**src/rtl/mac_pkg.sv**
```systemverilog
package mac_pkg;

   typedef enum logic [2:0] {
      OP_MULFULL = 3'd0,
      OP_MULLOW  = 3'd1,
      OP_MULACC  = 3'd2,
      OP_RDHI    = 3'd3,
      OP_RDLO    = 3'd4,
      OP_WRHI    = 3'd5,
      OP_WRLO    = 3'd6,
      OP_NONE    = 3'd7
   } mac_op_e;

   function automatic logic op_is_mul(mac_op_e op);
      return (op == OP_MULFULL) || (op == OP_MULLOW) || (op == OP_MULACC);
   endfunction

   function automatic logic op_is_rd(mac_op_e op);
      return (op == OP_RDHI) || (op == OP_RDLO);
   endfunction

   function automatic logic op_is_wr(mac_op_e op);
      return (op == OP_WRHI) || (op == OP_WRLO);
   endfunction

endpackage

```
**src/rtl/mac_product.sv**
```systemverilog
module mac_product #(
   parameter int unsigned W         = 32,
   parameter bit          SIGNED_OK = 1'b1
) (
   input  logic [W-1:0]   a_i,
   input  logic [W-1:0]   b_i,
   input  logic           sgn_i,
   output logic [2*W-1:0] prod_o
);

   localparam int unsigned PW = 2 * W;

   generate
      if (SIGNED_OK) begin : g_signed
         logic [PW-1:0] ext_a;
         logic [PW-1:0] ext_b;
         assign ext_a  = {{W{sgn_i & a_i[W-1]}}, a_i};
         assign ext_b  = {{W{sgn_i & b_i[W-1]}}, b_i};
         assign prod_o = ext_a * ext_b;
      end else begin : g_unsigned
         logic unused_sgn;
         assign unused_sgn = sgn_i;
         assign prod_o     = {{W{1'b0}}, a_i} * {{W{1'b0}}, b_i};
      end
   endgenerate

endmodule

```
**src/rtl/mac_pipe.sv**
```systemverilog
module mac_pipe
   import mac_pkg::*;
#(
   parameter int unsigned PW    = 64,
   parameter int unsigned DEPTH = 3
) (
   input  logic          clk_i,
   input  logic          rst_ni,
   input  logic          in_v_i,
   input  mac_op_e       in_op_i,
   input  logic [PW-1:0] in_prod_i,
   output logic          out_v_o,
   output mac_op_e       out_op_o,
   output logic [PW-1:0] out_prod_o,
   output logic          busy_o
);

   logic [DEPTH-1:0] v_q;
   mac_op_e          op_q   [DEPTH];
   logic [PW-1:0]    prod_q [DEPTH];

   always_ff @(posedge clk_i or negedge rst_ni) begin
      if (!rst_ni) begin
         v_q <= '0;
         for (int s = 0; s < DEPTH; s++) begin
            op_q[s]   <= OP_NONE;
            prod_q[s] <= '0;
         end
      end else begin
         v_q[0] <= in_v_i;
         if (in_v_i) begin
            op_q[0]   <= in_op_i;
            prod_q[0] <= in_prod_i;
         end
         for (int s = 1; s < DEPTH; s++) begin
            v_q[s] <= v_q[s-1];
            if (v_q[s-1]) begin
               op_q[s]   <= op_q[s-1];
               prod_q[s] <= prod_q[s-1];
            end
         end
      end
   end

   assign busy_o     = |v_q;
   assign out_v_o    = v_q[DEPTH-1];
   assign out_op_o   = op_q[DEPTH-1];
   assign out_prod_o = prod_q[DEPTH-1];

endmodule

```
**src/rtl/mac_seq.sv**
```systemverilog
module mac_seq
   import mac_pkg::*;
(
   input  logic    clk_i,
   input  logic    rst_ni,
   input  logic    start_i,
   input  mac_op_e op_i,
   input  logic    pipe_busy_i,
   output logic    issue_o,
   output logic    wr_hi_o,
   output logic    wr_lo_o,
   output logic    rd_fire_o,
   output logic    rd_hi_o,
   output logic    idle_o
);

   logic pend_q;
   logic pend_hi_q;
   logic idle;
   logic direct_rd;
   logic park;
   logic serve;

   assign idle      = !pipe_busy_i && !pend_q;
   assign issue_o   = start_i && idle && op_is_mul(op_i);
   assign wr_hi_o   = start_i && idle && (op_i == OP_WRHI);
   assign wr_lo_o   = start_i && idle && (op_i == OP_WRLO);
   assign direct_rd = start_i && idle && op_is_rd(op_i);
   assign park      = start_i && pipe_busy_i && !pend_q && op_is_rd(op_i);
   assign serve     = pend_q && !pipe_busy_i;
   assign rd_fire_o = direct_rd || serve;
   assign rd_hi_o   = pend_q ? pend_hi_q : (op_i == OP_RDHI);
   assign idle_o    = idle;

   always_ff @(posedge clk_i or negedge rst_ni) begin
      if (!rst_ni) begin
         pend_q    <= 1'b0;
         pend_hi_q <= 1'b0;
      end else begin
         if (park) begin
            pend_q    <= 1'b1;
            pend_hi_q <= (op_i == OP_RDHI);
         end else if (serve) begin
            pend_q <= 1'b0;
         end
      end
   end

endmodule

```
**src/rtl/mac_acc.sv**
```systemverilog
module mac_acc
   import mac_pkg::*;
#(
   parameter int unsigned W = 32
) (
   input  logic           clk_i,
   input  logic           rst_ni,
   input  logic           cm_v_i,
   input  mac_op_e        cm_op_i,
   input  logic [2*W-1:0] cm_prod_i,
   input  logic           wr_hi_i,
   input  logic           wr_lo_i,
   input  logic [W-1:0]   wr_data_i,
   input  logic           rd_fire_i,
   input  logic           rd_hi_i,
   output logic           valid_o,
   output logic [W-1:0]   res_o,
   output logic [W-1:0]   hi_o,
   output logic [W-1:0]   lo_o
);

   localparam int unsigned PW = 2 * W;

   logic [PW-1:0] acc_q, acc_d, acc_sum;
   logic [W-1:0]  res_q, res_d;
   logic          valid_q;

   assign acc_sum = acc_q + cm_prod_i;

   always_comb begin
      acc_d = acc_q;
      if (cm_v_i) begin
         case (cm_op_i)
            OP_MULFULL: acc_d = cm_prod_i;
            OP_MULACC:  acc_d = acc_sum;
            default:    acc_d = acc_q;
         endcase
      end
      if (wr_hi_i) acc_d[PW-1:W] = wr_data_i;
      if (wr_lo_i) acc_d[W-1:0]  = wr_data_i;
   end

   always_comb begin
      res_d = res_q;
      if (cm_v_i) begin
         res_d = (cm_op_i == OP_MULLOW) ? cm_prod_i[W-1:0] : acc_d[W-1:0];
      end else if (rd_fire_i) begin
         res_d = rd_hi_i ? acc_q[PW-1:W] : acc_q[W-1:0];
      end
   end

   always_ff @(posedge clk_i or negedge rst_ni) begin
      if (!rst_ni) begin
         acc_q   <= '0;
         res_q   <= '0;
         valid_q <= 1'b0;
      end else begin
         acc_q   <= acc_d;
         res_q   <= res_d;
         valid_q <= cm_v_i || rd_fire_i;
      end
   end

   assign valid_o = valid_q;
   assign res_o   = res_q;
   assign hi_o    = acc_q[PW-1:W];
   assign lo_o    = acc_q[W-1:0];

endmodule

```
**src/rtl/mac_accum_unit.sv**
```systemverilog
module mac_accum_unit
   import mac_pkg::*;
#(
   parameter int unsigned W         = 32,
   parameter int unsigned MUL_LAT   = 3,
   parameter bit          SIGNED_OK = 1'b1
) (
   input  logic         clk_i,
   input  logic         rst_ni,
   input  logic         start_i,
   input  logic [2:0]   op_i,
   input  logic         sign_i,
   input  logic [W-1:0] opa_i,
   input  logic [W-1:0] opb_i,
   output logic         valid_o,
   output logic [W-1:0] res_o,
   output logic [W-1:0] hi_o,
   output logic [W-1:0] lo_o
);

   localparam int unsigned PW = 2 * W;

   generate
      if (W < 2) begin : g_bad_width
         $error("mac_accum_unit: W must be at least 2");
      end
      if (MUL_LAT < 1) begin : g_bad_lat
         $error("mac_accum_unit: MUL_LAT must be at least 1");
      end
   endgenerate

   mac_op_e       op_e;
   logic [PW-1:0] prod;
   logic          issue, wr_hi, wr_lo, rd_fire, rd_hi, seq_idle;
   logic          pipe_busy, cm_v;
   mac_op_e       cm_op;
   logic [PW-1:0] cm_prod;

   assign op_e = mac_op_e'(op_i);

   mac_product #(.W(W), .SIGNED_OK(SIGNED_OK)) u_prod (
      .a_i    (opa_i),
      .b_i    (opb_i),
      .sgn_i  (sign_i),
      .prod_o (prod)
   );

   mac_seq u_seq (
      .clk_i       (clk_i),
      .rst_ni      (rst_ni),
      .start_i     (start_i),
      .op_i        (op_e),
      .pipe_busy_i (pipe_busy),
      .issue_o     (issue),
      .wr_hi_o     (wr_hi),
      .wr_lo_o     (wr_lo),
      .rd_fire_o   (rd_fire),
      .rd_hi_o     (rd_hi),
      .idle_o      (seq_idle)
   );

   mac_pipe #(.PW(PW), .DEPTH(MUL_LAT)) u_pipe (
      .clk_i      (clk_i),
      .rst_ni     (rst_ni),
      .in_v_i     (issue),
      .in_op_i    (op_e),
      .in_prod_i  (prod),
      .out_v_o    (cm_v),
      .out_op_o   (cm_op),
      .out_prod_o (cm_prod),
      .busy_o     (pipe_busy)
   );

   mac_acc #(.W(W)) u_acc (
      .clk_i     (clk_i),
      .rst_ni    (rst_ni),
      .cm_v_i    (cm_v),
      .cm_op_i   (cm_op),
      .cm_prod_i (cm_prod),
      .wr_hi_i   (wr_hi),
      .wr_lo_i   (wr_lo),
      .wr_data_i (opa_i),
      .rd_fire_i (rd_fire),
      .rd_hi_i   (rd_hi),
      .valid_o   (valid_o),
      .res_o     (res_o),
      .hi_o      (hi_o),
      .lo_o      (lo_o)
   );

endmodule

```
**config.mk**
```make
export PLATFORM = sky130hd
export DESIGN_NAME = mac_accum_unit
export DESIGN_NICKNAME = d
export VERILOG_FILES = /design/src/rtl/mac_pkg.sv /design/src/rtl/mac_product.sv /design/src/rtl/mac_pipe.sv /design/src/rtl/mac_seq.sv /design/src/rtl/mac_acc.sv /design/src/rtl/mac_accum_unit.sv
export SDC_FILE = /design/constraint.sdc
export NUM_CORES = 2
export LEC_CHECK = 0
export ABC_AREA = 0
export BUFFER_PORTS_ARGS = -buffer_cell sky130_fd_sc_hd__buf_2
export CAP_MARGIN = 5
export CELL_PAD_IN_SITES_DETAIL_PLACEMENT = 0
export CELL_PAD_IN_SITES_GLOBAL_PLACEMENT = 1
export CORE_ASPECT_RATIO = 1.1
export CORE_MARGIN = 2
export CORE_UTILIZATION = 40
export CTS_CLUSTER_DIAMETER = 150
export DETAILED_ROUTE_END_ITERATION = 8
export MAX_ROUTING_LAYER = met4
export PLACE_DENSITY_LB_ADDON = 0.1
export SYNTH_ARGS = -nofsm -noshare
export SYNTH_HDL_FRONTEND = slang
export SYNTH_HIERARCHICAL = 1
export SYNTH_SLANG_ARGS = --single-unit
```
**constraint.sdc**
```tcl
create_clock -name clk_i -period 4.1 [get_ports clk_i]
set_input_delay 0.82 -clock clk_i [delete_from_list [all_inputs] [get_ports clk_i]]
set_output_delay 0.82 -clock clk_i [all_outputs]
set_load 0.02 [all_outputs]
```
==> impl_metrics.tcl <==
set metrics [dict create \
    hpwl_um 157000 \
    dp_cells 8063 \
    use_met2_pct 46.1 \
    antenna_found_initial 9 \
    vias_per_cell 5.11 \
    gr-usage-all-layers_pct 28.1 \
    setup_tns_ns -161.04 \
    clock_latency_ns 0.62 \
    drt_iter0_drc 2591 \
    status "finished, violations left" \
    grt_max_degree 99 \
    critPathSlowestCell "fa_2" \
    worstPathRequired_ns 4.59 \
    synthArstFlopShare_pct 100 \
    std_cell_rows 143 \
    ys_ff_latch 303 \
    cp-end-kind "register" \
    gp_congestion 0.966 \
    drc 0 \
    rsz0062_at_grt "yes" \
    seq_area_frac_synth_pct 13.7 \
    grt.busiest_layer "met2" \
    cts_buffers 31 \
    placed_cell_area_um2 62700 \
    finalWorstSetupSlack_ns -3.54 \
    area_delta_synth_final_pct 22.0 \
    fin_cells 8254 \
    start_util_pct 40.2 \
    grt_util_met1_pct 37.6 \
    fin_nets 7883 \
    dieWidth_um 359 \
    setup_viol 57 \
    cts_tree "yes" \
    die_h_um 395 \
    r2r_slack_ns 0.12 \
    path_class "primary input to register" \
    port_buffers 167 \
    ys.flop_type "dfrtp_1" \
    seq_area_um2 7600 \
    cp-start-kind "primary input" \
    syn_nets 7333 \
    multi_input_area_um2 44000 \
    skew_ns 0.0176 \
    synth_area_um2 55500 \
    cts.sinks 303 \
    dieArea_um2 142000 \
    h-tree-depth 1 \
    grt_pass1_wl_um 292000 \
    synth.distinct_cells 95 \
    startpoint "sign_i" \
    worst_pin_slew_ns 1.05 \
    core_um2 138000 \
    cts_root_buf "clkbuf_16" \
    cts.clk_slew.worst_paths_ns 0.06 \
    stdcell_area_um2 67700 \
    use_met3_pct 2.21 \
    cp.arrival_ns 8.13 \
    io_pins 168 \
    hold_ws_ns 0.213 \
    worstHoldPathType "primary input to async pin" \
    r2r_start "u_pipe/out_prod_o[0]$_DFFE_PN0P_" \
    drive_gt1_share_pct 25.0 \
    clockBufferDepth 3 \
    synth-warning-count 6 \
    postRouteAntennaNets 0 \
    violations "negative setup slack" \
    synth_edf_count 0 \
    slew_violations 0 \
    synth_cells 5861 \
    max_freq_ghz 0.131 \
    drv_cap 0 \
    relSlewSlack_pct 29.7 \
    grt_pass1_vias 46000 \
    cp_max_fo 6 \
    drtPass1Iterations 5 \
    synth_area_per_cell_um2 9.47 \
    grt.overflow.total 0 \
    cp_slowest_stage_delay_ns 0.67 \
    crit_top_cell "fa_1" \
    n_fill_cell 13200 \
    finalCritPeriodShare_pct 186 \
    wirelength_um 193000 \
    hold_viol 0 \
    num_vias 42200 \
    post_drt_wl_per_cell_um 23.3 \
    period_needed_ns 7.64 \
]
critical path: cells and delay by family:
family	cells	cell delay, ns
fa+ha+maj	9	4.58
compound gates	5	1.17
buf+inv	10	0.97
mux	1	0.25
simple gates	1	0.16
xor+xnor	1	0.13
stage by stage:
stage | setup slack, ns | utilization (%)
6_report | -3.54 | 49.1
2_1_floorplan | -3.79 | -
3_3_place_gp | -4.64 | 45.4
3_5_place_dp | -4.65 | 45.4
4_1_cts | -3.52 | 48.3
5_1_grt | -3.74 | 49.1
cell families after synthesis:
group           synth area share [%]
flops                           13.7
buf+inv                         11.0
xor+xnor                        2.05
compound gates                  8.09
mux                             4.98
fa+ha+maj                       46.8
simple gates                    13.4
path summary, 6_finish.rpt:
| check | end | depth (start not counted) |
|---|---|---|
| min in group clk_i | u_seq/pend_hi_q$_DFFE_PN0P_ | 2 |
| max in group asynchronous | u_pipe/prod_q[96]$_DFFE_PN0P_ | 2 |
| worst min-delay path | u_acc/res_o[24]$_DFFE_PN0P_ | 1 |
| worst min register to register | u_pipe/out_prod_o[10]$_DFFE_PN0P_ | 1 |
| worst max-delay path | u_pipe/prod_q[184]$_DFFE_PN0P_ | 27 |
| worst max register to register | u_acc/acc_q[62]$_DFFE_PN0P_ | 15 |
per-layer routing:
layer	routed length, um	up-vias
met5	0	-
met4	6840	0
met3	8690	202
met2	91900	975
met1	85300	22000
li1	-	19000
cells in the mapped netlist (24+ instances only):
master | n | area share, %
and2_1 | 359 | 4.0
clkbuf_1 | 285 | 1.9
fa_1 | 1126 | 41
buf_4 | 68 | 0.92
o221ai_1 | 24 | 0.38
a221oi_1 | 28 | 0.44
nand3_1 | 34 | 0.31
nor3_1 | 28 | 0.25
inv_1 | 1126 | 7.6
mux2_4 | 40 | 1.1
and3_1 | 28 | 0.32
xnor2_1 | 91 | 1.4
o21ai_0 | 127 | 1.1
nand2_1 | 874 | 5.9
o21a_1 | 24 | 0.32
mux2i_1 | 34 | 0.61
nand4_1 | 35 | 0.39
nor2_1 | 153 | 1.0
a21oi_1 | 166 | 1.5
ha_1 | 275 | 6.2
a22oi_1 | 28 | 0.38
xor2_1 | 39 | 0.62
a21o_1 | 77 | 1.0
mux2_2 | 162 | 3.3
dfrtp_1 | 294 | 13
layout by cell type (no fill, tap or decap), types with 28 or more instances in the layout:
master     count
a221oi_1      28
ha_1         211
buf_2        108
mux2i_1       34
and2_4        34
o21ai_0      106
nand4_1       35
nand3_1       29
a22oi_1       28
dfrtp_1      291
xnor2_1       77
fa_2          58
and2_1       325
a21oi_1      133
mux2_4        83
buf_4        579
nor2_1       139
mux2_2       119
nand2_1      851
buf_6        106
clkbuf_16     38
xor2_1        36
inv_2         70
buf_12        70
ha_4          61
fa_1        1068
inv_1       1052
a21o_1        76
what timing repair did:
action / in CTS / in global routing
setup buffers: 89 / 51
hold buffers: 0 / 0
gates resized for setup: 449 / 191
setup endpoints to repair: 59 / 61
cloned: 11 / 7
pin swaps: 198 / 179
registers in the layout, indices dropped and copies added (netlist names):
register	flops
u_acc/acc_q	64
u_acc/res_o	32
u_acc/valid_o	1
u_pipe/op_q	6
u_pipe/out_op_o	3
u_pipe/out_prod_o	64
u_pipe/prod_q	128
u_pipe/v_q	3
u_seq/pend_hi_q	1
u_seq/pend_q	1
cell type report:
cell class | count | share of cell area (%)
multi-input cells | 4035 | 65.1
repair buffers | 911 | 12.4
flip-flops and latches | 303 | 11.2
inverters | 1128 | 6.28
well taps | 1812 | 3.35
clock buffers | 45 | 1.30
clock inverters | 13 | 0.288
diodes | 6 | 0.0222
repair inverters | 1 | 0.00555
Power is not shown: default switching activity piles up to over one toggle a cycle in this logic, so the estimate is an artifact.
